## src/rtl/resp_drain_pkg.sv

```systemverilog
package resp_drain_pkg;

  typedef enum logic [2:0] {
    ST_IDLE,
    ST_WAIT_RDY,
    ST_BURST_CHK,
    ST_REREAD,
    ST_DATA,
    ST_LEN_CHK,
    ST_POLL_VALID,
    ST_CMD_RDY
  } drain_state_e;

  typedef enum logic [2:0] {
    RC_OK      = 3'd0,
    RC_TIMEOUT = 3'd1,
    RC_IO      = 3'd2,
    RC_NOSPACE = 3'd3,
    RC_BADMSG  = 3'd4
  } drain_code_e;

  localparam int          STS_VALID_BIT = 7;
  localparam int          STS_AVAIL_BIT = 4;
  localparam int          STS_BURST_LSB = 8;
  localparam int          BURST_W       = 16;
  localparam logic [31:0] CMD_READY_WORD = 32'h0000_0040;
  localparam logic        SEL_STATUS    = 1'b0;
  localparam logic        SEL_DATA      = 1'b1;
  localparam int          HDR_BYTES     = 6;
  localparam int          LEN_FIRST     = 2;
  localparam int          LEN_LAST      = 5;

endpackage

```

## src/rtl/resp_bus_port.sv

```systemverilog
module resp_bus_port (
  input  logic        clk,
  input  logic        rst_n,
  input  logic        go,
  input  logic        go_we,
  input  logic        go_sel,
  input  logic [31:0] go_wdata,
  input  logic        ack,
  output logic        req,
  output logic        we,
  output logic        sel,
  output logic [31:0] wdata
);

  logic        req_q, req_d;
  logic        we_q, sel_q;
  logic [31:0] wdata_q;
  logic        load;

  always_comb begin
    req_d = req_q;
    load  = 1'b0;
    if (req_q && ack) begin
      req_d = 1'b0;
    end else if (!req_q && go) begin
      req_d = 1'b1;
      load  = 1'b1;
    end
  end

  always_ff @(posedge clk or negedge rst_n) begin
    if (!rst_n) begin
      req_q   <= 1'b0;
      we_q    <= 1'b0;
      sel_q   <= 1'b0;
      wdata_q <= '0;
    end else begin
      req_q <= req_d;
      if (load) begin
        we_q    <= go_we;
        sel_q   <= go_sel;
        wdata_q <= go_wdata;
      end
    end
  end

  assign req   = req_q;
  assign we    = we_q;
  assign sel   = sel_q;
  assign wdata = wdata_q;

  // a pending transaction is held unchanged until acknowledged
  a_r11_req_held: assert property (@(posedge clk) disable iff (!rst_n)
    (req_q && !ack) |=> (req_q && $stable(sel_q) && $stable(we_q)));

endmodule

```

## src/rtl/resp_poll_timer.sv

```systemverilog
module resp_poll_timer #(
  parameter int POLL_LIMIT = 1024
) (
  input  logic clk,
  input  logic rst_n,
  input  logic clr,
  input  logic miss,
  output logic at_limit
);

  localparam int W = $clog2(POLL_LIMIT + 1);

  logic [W-1:0] cnt_q, cnt_d;

  always_comb begin
    cnt_d = cnt_q;
    if (clr)       cnt_d = '0;
    else if (miss) cnt_d = cnt_q + W'(1);
  end

  always_ff @(posedge clk or negedge rst_n) begin
    if (!rst_n) cnt_q <= '0;
    else if (clr || miss) cnt_q <= cnt_d;
  end

  assign at_limit = (cnt_q == W'(POLL_LIMIT - 1));

  // the miss counter never runs past its limit
  a_r6_timer_bound: assert property (@(posedge clk) disable iff (!rst_n)
    cnt_q < W'(POLL_LIMIT));

endmodule

```

## src/rtl/resp_len_capture.sv

```systemverilog
module resp_len_capture #(
  parameter int BUF_BYTES = 64
) (
  input  logic        clk,
  input  logic        rst_n,
  input  logic        clr,
  input  logic        shift_en,
  input  logic [7:0]  byte_in,
  output logic [31:0] len_val,
  output logic        too_small,
  output logic        too_big
);

  import resp_drain_pkg::*;

  logic [31:0] len_q, len_d;

  always_comb begin
    len_d = len_q;
    if (clr)           len_d = '0;
    else if (shift_en) len_d = {len_q[23:0], byte_in};
  end

  always_ff @(posedge clk or negedge rst_n) begin
    if (!rst_n) len_q <= '0;
    else if (clr || shift_en) len_q <= len_d;
  end

  assign len_val   = len_q;
  assign too_small = len_q < 32'(HDR_BYTES);
  assign too_big   = len_q > 32'(BUF_BYTES);

endmodule

```

## src/rtl/resp_drain.sv

```systemverilog
module resp_drain #(
  parameter int BUF_BYTES  = 64,
  parameter int POLL_LIMIT = 1024,
  localparam int CW = $clog2(BUF_BYTES + 1),
  localparam int AW = (BUF_BYTES > 1) ? $clog2(BUF_BYTES) : 1
) (
  input  logic          clk,
  input  logic          rst_n,
  input  logic          start,
  output logic          busy,
  output logic          done,
  output logic [2:0]    err_code,
  output logic [CW-1:0] rx_count,
  output logic          dev_req,
  output logic          dev_we,
  output logic          dev_sel,
  output logic [31:0]   dev_wdata,
  input  logic [31:0]   dev_rdata,
  input  logic          dev_ack,
  output logic          buf_we,
  output logic [AW-1:0] buf_addr,
  output logic [7:0]    buf_wdata
);

  import resp_drain_pkg::*;

  drain_state_e         state_q, state_d;
  logic [CW-1:0]        off_q, off_d;
  logic [CW-1:0]        exp_q, exp_d;
  logic [BURST_W-1:0]   burst_q, burst_d;
  logic                 done_q, done_d;
  logic [2:0]           code_q, code_d;
  logic [CW-1:0]        count_q, count_d;

  logic                 go, go_we, go_sel;
  logic                 port_busy;
  logic                 tmr_clr, tmr_miss, tmr_at_limit;
  logic                 cap_clr, cap_en;
  logic [31:0]          len_val;
  logic                 len_small, len_big;
  logic                 fin;
  drain_code_e          fin_code;

  logic                 sts_valid, sts_avail;
  logic [BURST_W-1:0]   sts_burst;

  assign sts_valid = dev_rdata[STS_VALID_BIT];
  assign sts_avail = dev_rdata[STS_AVAIL_BIT];
  assign sts_burst = dev_rdata[STS_BURST_LSB +: BURST_W];

  resp_bus_port u_port (
    .clk      (clk),
    .rst_n    (rst_n),
    .go       (go),
    .go_we    (go_we),
    .go_sel   (go_sel),
    .go_wdata (CMD_READY_WORD),
    .ack      (dev_ack),
    .req      (port_busy),
    .we       (dev_we),
    .sel      (dev_sel),
    .wdata    (dev_wdata)
  );

  resp_poll_timer #(.POLL_LIMIT(POLL_LIMIT)) u_timer (
    .clk      (clk),
    .rst_n    (rst_n),
    .clr      (tmr_clr),
    .miss     (tmr_miss),
    .at_limit (tmr_at_limit)
  );

  resp_len_capture #(.BUF_BYTES(BUF_BYTES)) u_len (
    .clk       (clk),
    .rst_n     (rst_n),
    .clr       (cap_clr),
    .shift_en  (cap_en),
    .byte_in   (dev_rdata[7:0]),
    .len_val   (len_val),
    .too_small (len_small),
    .too_big   (len_big)
  );

  always_comb begin
    state_d  = state_q;
    off_d    = off_q;
    exp_d    = exp_q;
    burst_d  = burst_q;
    done_d   = 1'b0;
    code_d   = code_q;
    count_d  = count_q;
    go       = 1'b0;
    go_we    = 1'b0;
    go_sel   = SEL_STATUS;
    tmr_clr  = 1'b0;
    tmr_miss = 1'b0;
    cap_clr  = 1'b0;
    cap_en   = 1'b0;
    fin      = 1'b0;
    fin_code = RC_OK;

    case (state_q)
      ST_IDLE: begin
        if (start) begin
          off_d   = '0;
          exp_d   = CW'(BUF_BYTES);
          tmr_clr = 1'b1;
          cap_clr = 1'b1;
          state_d = ST_WAIT_RDY;
        end
      end

      ST_WAIT_RDY: begin
        go = !port_busy;
        if (dev_ack) begin
          if (sts_valid && sts_avail) begin
            burst_d = sts_burst;
            tmr_clr = 1'b1;
            state_d = ST_BURST_CHK;
          end else if (tmr_at_limit) begin
            fin      = 1'b1;
            fin_code = RC_TIMEOUT;
          end else begin
            tmr_miss = 1'b1;
          end
        end
      end

      ST_BURST_CHK: begin
        tmr_clr = 1'b1;
        state_d = (burst_q == '0) ? ST_REREAD : ST_DATA;
      end

      ST_REREAD: begin
        go = !port_busy;
        if (dev_ack) begin
          burst_d = sts_burst;
          if (sts_burst != '0) begin
            tmr_clr = 1'b1;
            state_d = ST_DATA;
          end else if (tmr_at_limit) begin
            fin      = 1'b1;
            fin_code = RC_IO;
          end else begin
            tmr_miss = 1'b1;
          end
        end
      end

      ST_DATA: begin
        if ((burst_q != '0) && (off_q < exp_q)) begin
          go     = !port_busy;
          go_sel = SEL_DATA;
          if (dev_ack) begin
            off_d   = off_q + CW'(1);
            burst_d = burst_q - BURST_W'(1);
            cap_en  = (off_q >= CW'(LEN_FIRST)) && (off_q <= CW'(LEN_LAST));
            if (off_q == CW'(HDR_BYTES - 1)) state_d = ST_LEN_CHK;
          end
        end else begin
          tmr_clr = 1'b1;
          state_d = ST_POLL_VALID;
        end
      end

      ST_LEN_CHK: begin
        if (len_small || len_big) begin
          fin      = 1'b1;
          fin_code = RC_NOSPACE;
        end else begin
          exp_d   = len_val[CW-1:0];
          state_d = ST_DATA;
        end
      end

      ST_POLL_VALID: begin
        go = !port_busy;
        if (dev_ack) begin
          if (!sts_valid) begin
            if (tmr_at_limit) begin
              fin      = 1'b1;
              fin_code = RC_TIMEOUT;
            end else begin
              tmr_miss = 1'b1;
            end
          end else if (off_q == exp_q) begin
            if (sts_avail) begin
              fin      = 1'b1;
              fin_code = RC_BADMSG;
            end else begin
              state_d = ST_CMD_RDY;
            end
          end else if (sts_avail) begin
            burst_d = sts_burst;
            state_d = ST_BURST_CHK;
          end else begin
            state_d = ST_CMD_RDY;
          end
        end
      end

      ST_CMD_RDY: begin
        go    = !port_busy;
        go_we = 1'b1;
        if (dev_ack) begin
          fin      = 1'b1;
          fin_code = RC_OK;
        end
      end

      default: state_d = ST_IDLE;
    endcase

    if (fin) begin
      done_d  = 1'b1;
      code_d  = fin_code;
      count_d = off_q;
      state_d = ST_IDLE;
    end
  end

  always_ff @(posedge clk or negedge rst_n) begin
    if (!rst_n) begin
      state_q <= ST_IDLE;
      off_q   <= '0;
      exp_q   <= CW'(BUF_BYTES);
      burst_q <= '0;
      done_q  <= 1'b0;
      code_q  <= '0;
      count_q <= '0;
    end else begin
      state_q <= state_d;
      off_q   <= off_d;
      exp_q   <= exp_d;
      burst_q <= burst_d;
      done_q  <= done_d;
      if (fin) begin
        code_q  <= code_d;
        count_q <= count_d;
      end
    end
  end

  assign busy      = (state_q != ST_IDLE);
  assign done      = done_q;
  assign err_code  = code_q;
  assign rx_count  = count_q;
  assign dev_req   = port_busy;
  assign buf_we    = (state_q == ST_DATA) && dev_ack;
  assign buf_addr  = off_q[AW-1:0];
  assign buf_wdata = dev_rdata[7:0];

  // buffer writes stay inside the buffer
  a_r3_addr_in_buffer: assert property (@(posedge clk) disable iff (!rst_n)
    buf_we |-> (off_q < CW'(BUF_BYTES)));

  // the read offset never passes the expected length
  a_r5_offset_bounded: assert property (@(posedge clk) disable iff (!rst_n)
    off_q <= exp_q);

  // completion is a single-cycle pulse
  a_r11_done_pulse: assert property (@(posedge clk) disable iff (!rst_n)
    done |=> !done);

  // the only write ever issued is the command-ready word to status
  a_r9_cmd_word: assert property (@(posedge clk) disable iff (!rst_n)
    (dev_req && dev_we) |-> (dev_wdata == CMD_READY_WORD && dev_sel == SEL_STATUS));

  // a rejected length is reported after exactly the header bytes
  a_r4_nospace_count: assert property (@(posedge clk) disable iff (!rst_n)
    (done && err_code == 3'(RC_NOSPACE)) |-> (rx_count == CW'(HDR_BYTES)));

  // a data read is launched only with burst credit left
  a_r2_burst_credit: assert property (@(posedge clk) disable iff (!rst_n)
    ($rose(dev_req) && dev_sel == SEL_DATA) |-> ($past(burst_q) != '0));

endmodule

```

## config.mk

```make
export PLATFORM = sky130hd
export DESIGN_NAME = resp_drain
export DESIGN_NICKNAME = d
export VERILOG_FILES = /design/src/rtl/resp_drain_pkg.sv /design/src/rtl/resp_bus_port.sv /design/src/rtl/resp_poll_timer.sv /design/src/rtl/resp_len_capture.sv /design/src/rtl/resp_drain.sv
export SDC_FILE = /design/constraint.sdc
export NUM_CORES = 1
export LEC_CHECK = 0
export ABC_AREA = 1
export BUFFER_PORTS_ARGS = -buffer_cell sky130_fd_sc_hd__buf_4
export CORE_MARGIN = 3
export CORE_UTILIZATION = 41
export CTS_BUF_LIST = sky130_fd_sc_hd__clkbuf_4 sky130_fd_sc_hd__clkbuf_8
export DETAILED_ROUTE_END_ITERATION = 10
export PLACE_DENSITY = 0.67
export SLEW_MARGIN = 40
export SYNTH_ARGS = -nofsm -noshare
export SYNTH_HDL_FRONTEND = slang
export SYNTH_SLANG_ARGS = --single-unit
```

## constraint.sdc

```tcl
create_clock -name clk -period 2.1 [get_ports clk]
set_clock_uncertainty 0.05 [all_clocks]
set_input_delay 0.42 -clock clk [delete_from_list [all_inputs] [get_ports clk]]
set_output_delay 0.42 -clock clk [all_outputs]
set_load 0.05 [all_outputs]
```

* Yosys cells after proc, flatten, opt, wreduce, memory -nomap -nowiden *
Cells that the tools add are included.

word-level totals
  flip-flop bits (word level) = 91
  input port bits = 36
  logic and storage cells = 173

operators by class
  $add $sub $neg = 3
  order comparisons = 5
  equal/unequal tests = 32
  mux-type cells = 91
  reductions and logical operators = 29

operators with widths
  operator                                                        number
  2-to-1 mux 16 bit                                               9
  2-to-1 mux 32 bit                                               2
  case mux 16 bit (4 select lines)                                1
  2-to-1 mux 3 bit                                                20
  2-to-1 mux 1 bit                                                40
  2-to-1 mux 7 bit                                                5
  greater-than comparator 32 x 7 -> 1 bit, second input constant  1
  < comparator 32 x 3 -> 1 bit, second input constant             1
  nonzero test 16 bit                                             2
  case mux 7 bit (2 select lines)                                 2
  inequality test 3 bit, second input constant                    8
  2-to-1 mux 11 bit                                               2
  inequality test 2 bit, second input constant                    11
  case mux 3 bit (7 select lines)                                 1
  zero test 16 bit                                                1
  subtractor 16 x 1 -> 16 bit, second input constant              1
  == test 3 bit, second input constant                            4
  inequality test 4 bit, second input constant                    3
  case mux 3 bit (4 select lines)                                 1
  AND reduction 12 bit                                            1
  adder 11 x 1 -> 11 bit, second input constant                   1
  == test 11 x 10 -> 1 bit, second input constant                 1
  case mux 1 bit (5 select lines)                                 2
  AND reduction 10 bit                                            1
  other kinds (23)                                                39

* Longest topological paths before layout *
  depth after elaboration = 7
  depth in mapped cells = 14

* By module *
A second synthesis with hierarchy kept.

second synthesis, totals
  cell total of the unflattened synthesis = 888
  area total of the unflattened synthesis = 6801.5 sq um

modules (own cells, without submodules)
  module            times used  cells each  area each (sq um)  sequential area each (sq um)
  resp_drain        1           485         3246.9             1102.3
  resp_len_capture  1           166         1488.9             800.8
  resp_bus_port     1           150         1422.6             875.8
  resp_poll_timer   1           87          643.1              275.3

* Worst setup path before layout *
No wires, ideal clock.

  path type = register to register
  start = register exp_q[6]
  end = register off_q[2]
  data arrival time = 1.888 ns
  data required time = 1.926 ns
  setup slack = 0.038 ns
  stages on the path, launching flop included = 15
  path buffers = 0
  path through = dfstp_2 -> inv_1 -> ha_1 -> nand2_1 -> inv_1 -> nand2_1 -> nand2_1 -> a21oi_1 -> nand3_1 -> nand2_1 -> nand2_1 -> inv_1 -> nand3_1 -> nand2_1 -> a21oi_1

between the ends
  word-level cells in the longest chain between the ends = 4

RTL lines
  item                                    line               source
  start: declaration                      resp_drain.sv:29   logic [CW-1:0] exp_q, exp_d;
  start signal: assignment                resp_drain.sv:226  exp_q <= CW'(BUF_BYTES);
  start signal: assignment                resp_drain.sv:234  exp_q <= exp_d;
  < comparator 7 bit                      resp_drain.sv:151  if ((burst_q != '0) && (off_q < exp_q)) begin
  logical AND 1 bit                       resp_drain.sv:151
  inequality test 2 bit (no source line)  n/a
  AND reduction 4 bit (no source line)    n/a
  end signal: assignment                  resp_drain.sv:225  off_q <= '0;
  end signal: assignment                  resp_drain.sv:233  off_q <= off_d;
  end: declaration                        resp_drain.sv:28   logic [CW-1:0] off_q, off_d;

Every way passes these cells.
A chain may end at the register's enable or synchronous reset.

* Worst setup path in the final report *
  start = register exp_q[6]
  end = register off_q[1]

Same word-level chain as after synthesis.

==> insert_results.sql <==
INSERT INTO impl_metrics (metric_group, metric, value, unit) VALUES
('cts', 'clockRootBuffer', 'sky130_fd_sc_hd__clkbuf_8', ''),
('worst_setup_path', 'worst_ep_required_time', '2.34', 'ns'),
('timing', 'final_number_of_max_transition_violations', '0', ''),
('cells_and_area', 'post_route_cells_drive_above_1_share', '22.2', '%'),
('cts', 'clk-insertion-delay-late', '0.37', 'ns'),
('power_and_ir_drop', 'share_comb_of_total_power', '48.4', '%'),
('synth', 'synth_edf_count', '0', ''),
('timing', 'fmax', '501', 'MHz'),
('synth', 'sequential_element_share_of_the_synthesized_area', '42.1', '%'),
('outcome', 'outcome', 'complete, no violations', ''),
('cts', 'clk_pin_slew', '0.09', 'ns'),
('cts', 'cts-htree-levels', '3', ''),
('timing', 'fin_crit_sh', '95.1', '%'),
('cells_and_area', 'final_common_cell', 'sky130_fd_sc_hd__nand2_1', ''),
('power_and_ir_drop', 'leakage', '0.00328', 'uW'),
('synth', 'dominantRegCellSynth', 'sky130_fd_sc_hd__dfrtp_1', ''),
('synth', 'syn_avg_cell_area', '7.56', 'um2'),
('power_and_ir_drop', 'power_density', '1040', 'nW/um2'),
('timing', 'finalCriticalPeriod', '2.00', 'ns'),
('synth', 'mappedNetlistArea', '5420', 'um2'),
('die', 'start_util', '42.4', '%'),
('worst_setup_path', 'worstSetupEndpointType', 'flip-flop', ''),
('cts', 'cts.path.max_buffers', '2', ''),
('timing', 'rsz0062_at_grt', 'yes', ''),
('cells_and_area', 'finalNetCount', '848', ''),
('power_and_ir_drop', 'power.ir.vdd_worst', '0.000312', 'V'),
('placement', 'dp_wirelength', '9310', 'um'),
('routing', 'post_drt_via_cell_ratio', '4.78', ''),
('worst_setup_path', 'crit_path_max_fanout', '3', ''),
('die', 'fp-row-count', '41', ''),
('routing', 'drtPass1Iterations', '7', ''),
('worst_setup_path', 'timing.critical_path.cells', 'inv_2, ha_4, nand2_4, inv_2, nand2_1, nand2_1, a21oi_2, buf_4, nand3_4, nand2_2, buf_4, buf_4, nand2_1, o22ai_1', ''),
('die', 'num_io_pins', '98', ''),
('power_and_ir_drop', 'internal_power', '3750', 'uW'),
('die', 'chipHeight', '121', 'um'),
('global_routing', 'global_route.overflow_total', '0', ''),
('synth', 'synth_cell_types', '34', ''),
('routing', 'routed_wirelength', '12300', 'um'),
('synth', 'synth_seq_cells', '91', ''),
('cts', 'clock_sink_count', '91', ''),
('global_routing', 'grtUsageTotal', '17.1', '%'),
('worst_setup_path', 'timing_worst_setup_path_type', 'reg -> reg', ''),
('cells_and_area', 'utilization_of_the_core_after_routing', '51.1', '%'),
('synth', 'synthesis.yosys.warnings', '0', ''),
('worst_setup_path', 'worst_setup_path_start_kind', 'flip-flop', ''),
('routing', 'initial_detailed_routing_violation_count', '319', ''),
('timing', 'hold_violations', '0', ''),
('die', 'core_area', '12800', 'um2'),
('routing', 'route.antenna.remaining_nets', '0', ''),
('placement', 'io_buffer_count', '58', ''),
('cells_and_area', 'area.growth.synth_to_final', '20.6', '%'),
('global_routing', 'antenna_found_initial', '0', ''),
('global_routing', 'grt_start_max_net_pins', '45', ''),
('worst_setup_path', 'critical_path.slowest_cell', 'sky130_fd_sc_hd__dfstp_2', ''),
('timing', 'finalSetupViolations', '0', ''),
('power_and_ir_drop', 'seq_power_share', '34.2', '%'),
('die', 'die_w', '121', 'um'),
('synth', 'synth_instances', '716', ''),
('routing', 'wl_per_cell', '12.6', 'um'),
('cells_and_area', 'mostFrequentLayoutCells', '157 x sky130_fd_sc_hd__nand2_1, 93 x sky130_fd_sc_hd__buf_4, 86 x sky130_fd_sc_hd__inv_1, 86 x sky130_fd_sc_hd__dfrtp_1, 63 x sky130_fd_sc_hd__nor2_1', ''),
('global_routing', 'grt_pass1_wl', '20100', 'um'),
('worst_hold_path', 'holdCritPathClass', 'in -> reg', ''),
('power_and_ir_drop', 'clock_power_share', '17.4', '%'),
('worst_setup_path', 'critPathTopFamily', 'flip-flops', ''),
('timing', 'tns', '0', 'ns'),
('worst_setup_path', 'path_buf_inv', '5', ''),
('placement', 'globalplace.congestion', '0.893', ''),
('worst_setup_path', 'crit_arrival', '2.24', 'ns'),
('cts', 'cts_tree', 'done', ''),
('cts', 'numCtsBuffers', '9', ''),
('global_routing', 'first_global_vias', '4215', ''),
('power_and_ir_drop', 'switching_share', '45.0', '%'),
('worst_setup_path', 'timing.critical_path.slowest_cell_delay', '0.55', 'ns'),
('routing', 'route.vias.total', '4670', ''),
('cells_and_area', 'ant_diodes', '0', ''),
('synth', 'postSynth.asyncResetShare', '100', '%'),
('power_and_ir_drop', 'p_sw', '3060', 'uW'),
('job', 'max-cap-violations', '0', ''),
('die', 'overall_die_area', '14600', 'um2'),
('routing', 'route.detailed.drc', '0', '');
-- worst reg2reg max path: stages, from the launching register on --
cell and delay [ns]:
sky130_fd_sc_hd__dfstp_2 0.55, sky130_fd_sc_hd__inv_2 0.04, sky130_fd_sc_hd__ha_4 0.22, sky130_fd_sc_hd__nand2_4 0.07, sky130_fd_sc_hd__inv_2 0.03, sky130_fd_sc_hd__nand2_1 0.05
sky130_fd_sc_hd__nand2_1 0.06, sky130_fd_sc_hd__a21oi_2 0.13, sky130_fd_sc_hd__buf_4 0.15, sky130_fd_sc_hd__nand3_4 0.06, sky130_fd_sc_hd__nand2_2 0.10, sky130_fd_sc_hd__buf_4 0.11
sky130_fd_sc_hd__buf_4 0.09, sky130_fd_sc_hd__nand2_1 0.06, sky130_fd_sc_hd__o22ai_1 0.14
-- path summary, 6_finish.rpt --
path | start | to | slack, ns | cells after the start
worst min-delay path | dev_rdata[0] | u_len.len_val[0] | 0.21 | 3
worst max register to register | exp_q[6] | off_q[1] | 0.10 | 14
min in group asynchronous | rst_n | u_timer.cnt_q[6] | 0.44 | 2
worst max-delay path | exp_q[6] | off_q[1] | 0.10 | 14
worst min register to register | u_port.wdata[6] | u_port.wdata[6] | 0.43 | 2
max in group asynchronous | rst_n | exp_q[6] | 0.98 | 3
-- logic make-up after synthesis --
family	after synthesis	synth area share, %
adder cells (fa/ha/maj)	12	2.77
XOR/XNOR	12	1.94
other	1	0.0692
AO/OA/AOI/OAI	116	12.5
AND/OR/NAND/NOR	323	25.6
buffers and inverters	160	14.9
multiplexers	1	0.185
flip-flops	91	42.1
-- area by class of cell --
cell class | instances | area (um2)
repair buffers | 104 | 873
clock inverters | 5 | 53.8
clock buffers | 11 | 139
inverters | 99 | 384
well taps | 172 | 215
multi-input cells | 495 | 2580
fillers | 1279 | 6240
flip-flops and latches | 91 | 2280
-- repair_timing --
action                     CTS  global route
gates resized for setup     11            51
hold endpoints to repair    21             0
setup buffers                1             2
pin swaps                    1            13
hold buffers                 1             0
setup endpoints to repair   77            87
-- power groups by stage --
stage | sequential (uW) | combinational, uW | clock, uW
final | 2330 | 3300 | 1190
after global routing | 2380 | 3670 | 1290
after CTS | 2320 | 3160 | 1230
after detailed placement | 2350 | 3090 | 0
after global placement | 2350 | 3050 | 0
after floorplan | 2660 | 1850 | 0
-- metal layers --
layer / up-vias / global-route usage, % / part of all wire, %
met5: - / 0 / 0
met4: 0 / 6.44 / 2.0
met3: 19 / 2.89 / 5.4
met2: 121 / 24.3 / 42
met1: 2117 / 26.0 / 50
li1: 2413 / - / -
-- per-stage QoR --
stage	instances	setup WS [ns]	hold WS, ns	total power, uW	cell area [um2]
6_report	977	0.104	0.211	6810	6530
5_1_grt	977	-0.0230	0.210	7340	6530
4_1_cts	975	0.00211	0.191	6710	6380
3_5_place_dp	957	-0.129	0.296	5440	6140
3_3_place_gp	957	-0.0959	0.294	5410	6140
2_1_floorplan	746	0.0381	0.0744	4510	5530
-- sequential cells by signal (all words and copies together), names as in the netlist --
signal         cells
u_port.wdata       1
rx_count           7
u_port.sel         1
off_q              7
done               1
u_timer.cnt_q     11
err_code           3
state_q            3
u_len.len_val     32
burst_q           16
u_port.we          1
exp_q              7
u_port.req         1
-- cell usage after synthesis, drive strengths merged (3+ instances only) --
master | instances | area, um2
a21oi | 16 | 80.1
inv | 99 | 372
nor4 | 5 | 37.5
nand4 | 6 | 37.5
a31oi | 3 | 18.8
o2111ai | 4 | 35.0
o31ai | 10 | 75.1
nor3 | 15 | 96.4
o22ai | 15 | 93.8
nor2 | 72 | 285
nand2 | 169 | 639
ha | 12 | 150
nand3 | 53 | 270
clkbuf | 5 | 18.8
dfrtp | 90 | 2250
xor2 | 12 | 105
nand3b | 3 | 22.5
buf | 56 | 414
o21ai | 67 | 362
Power figures use the tool's default switching activity.
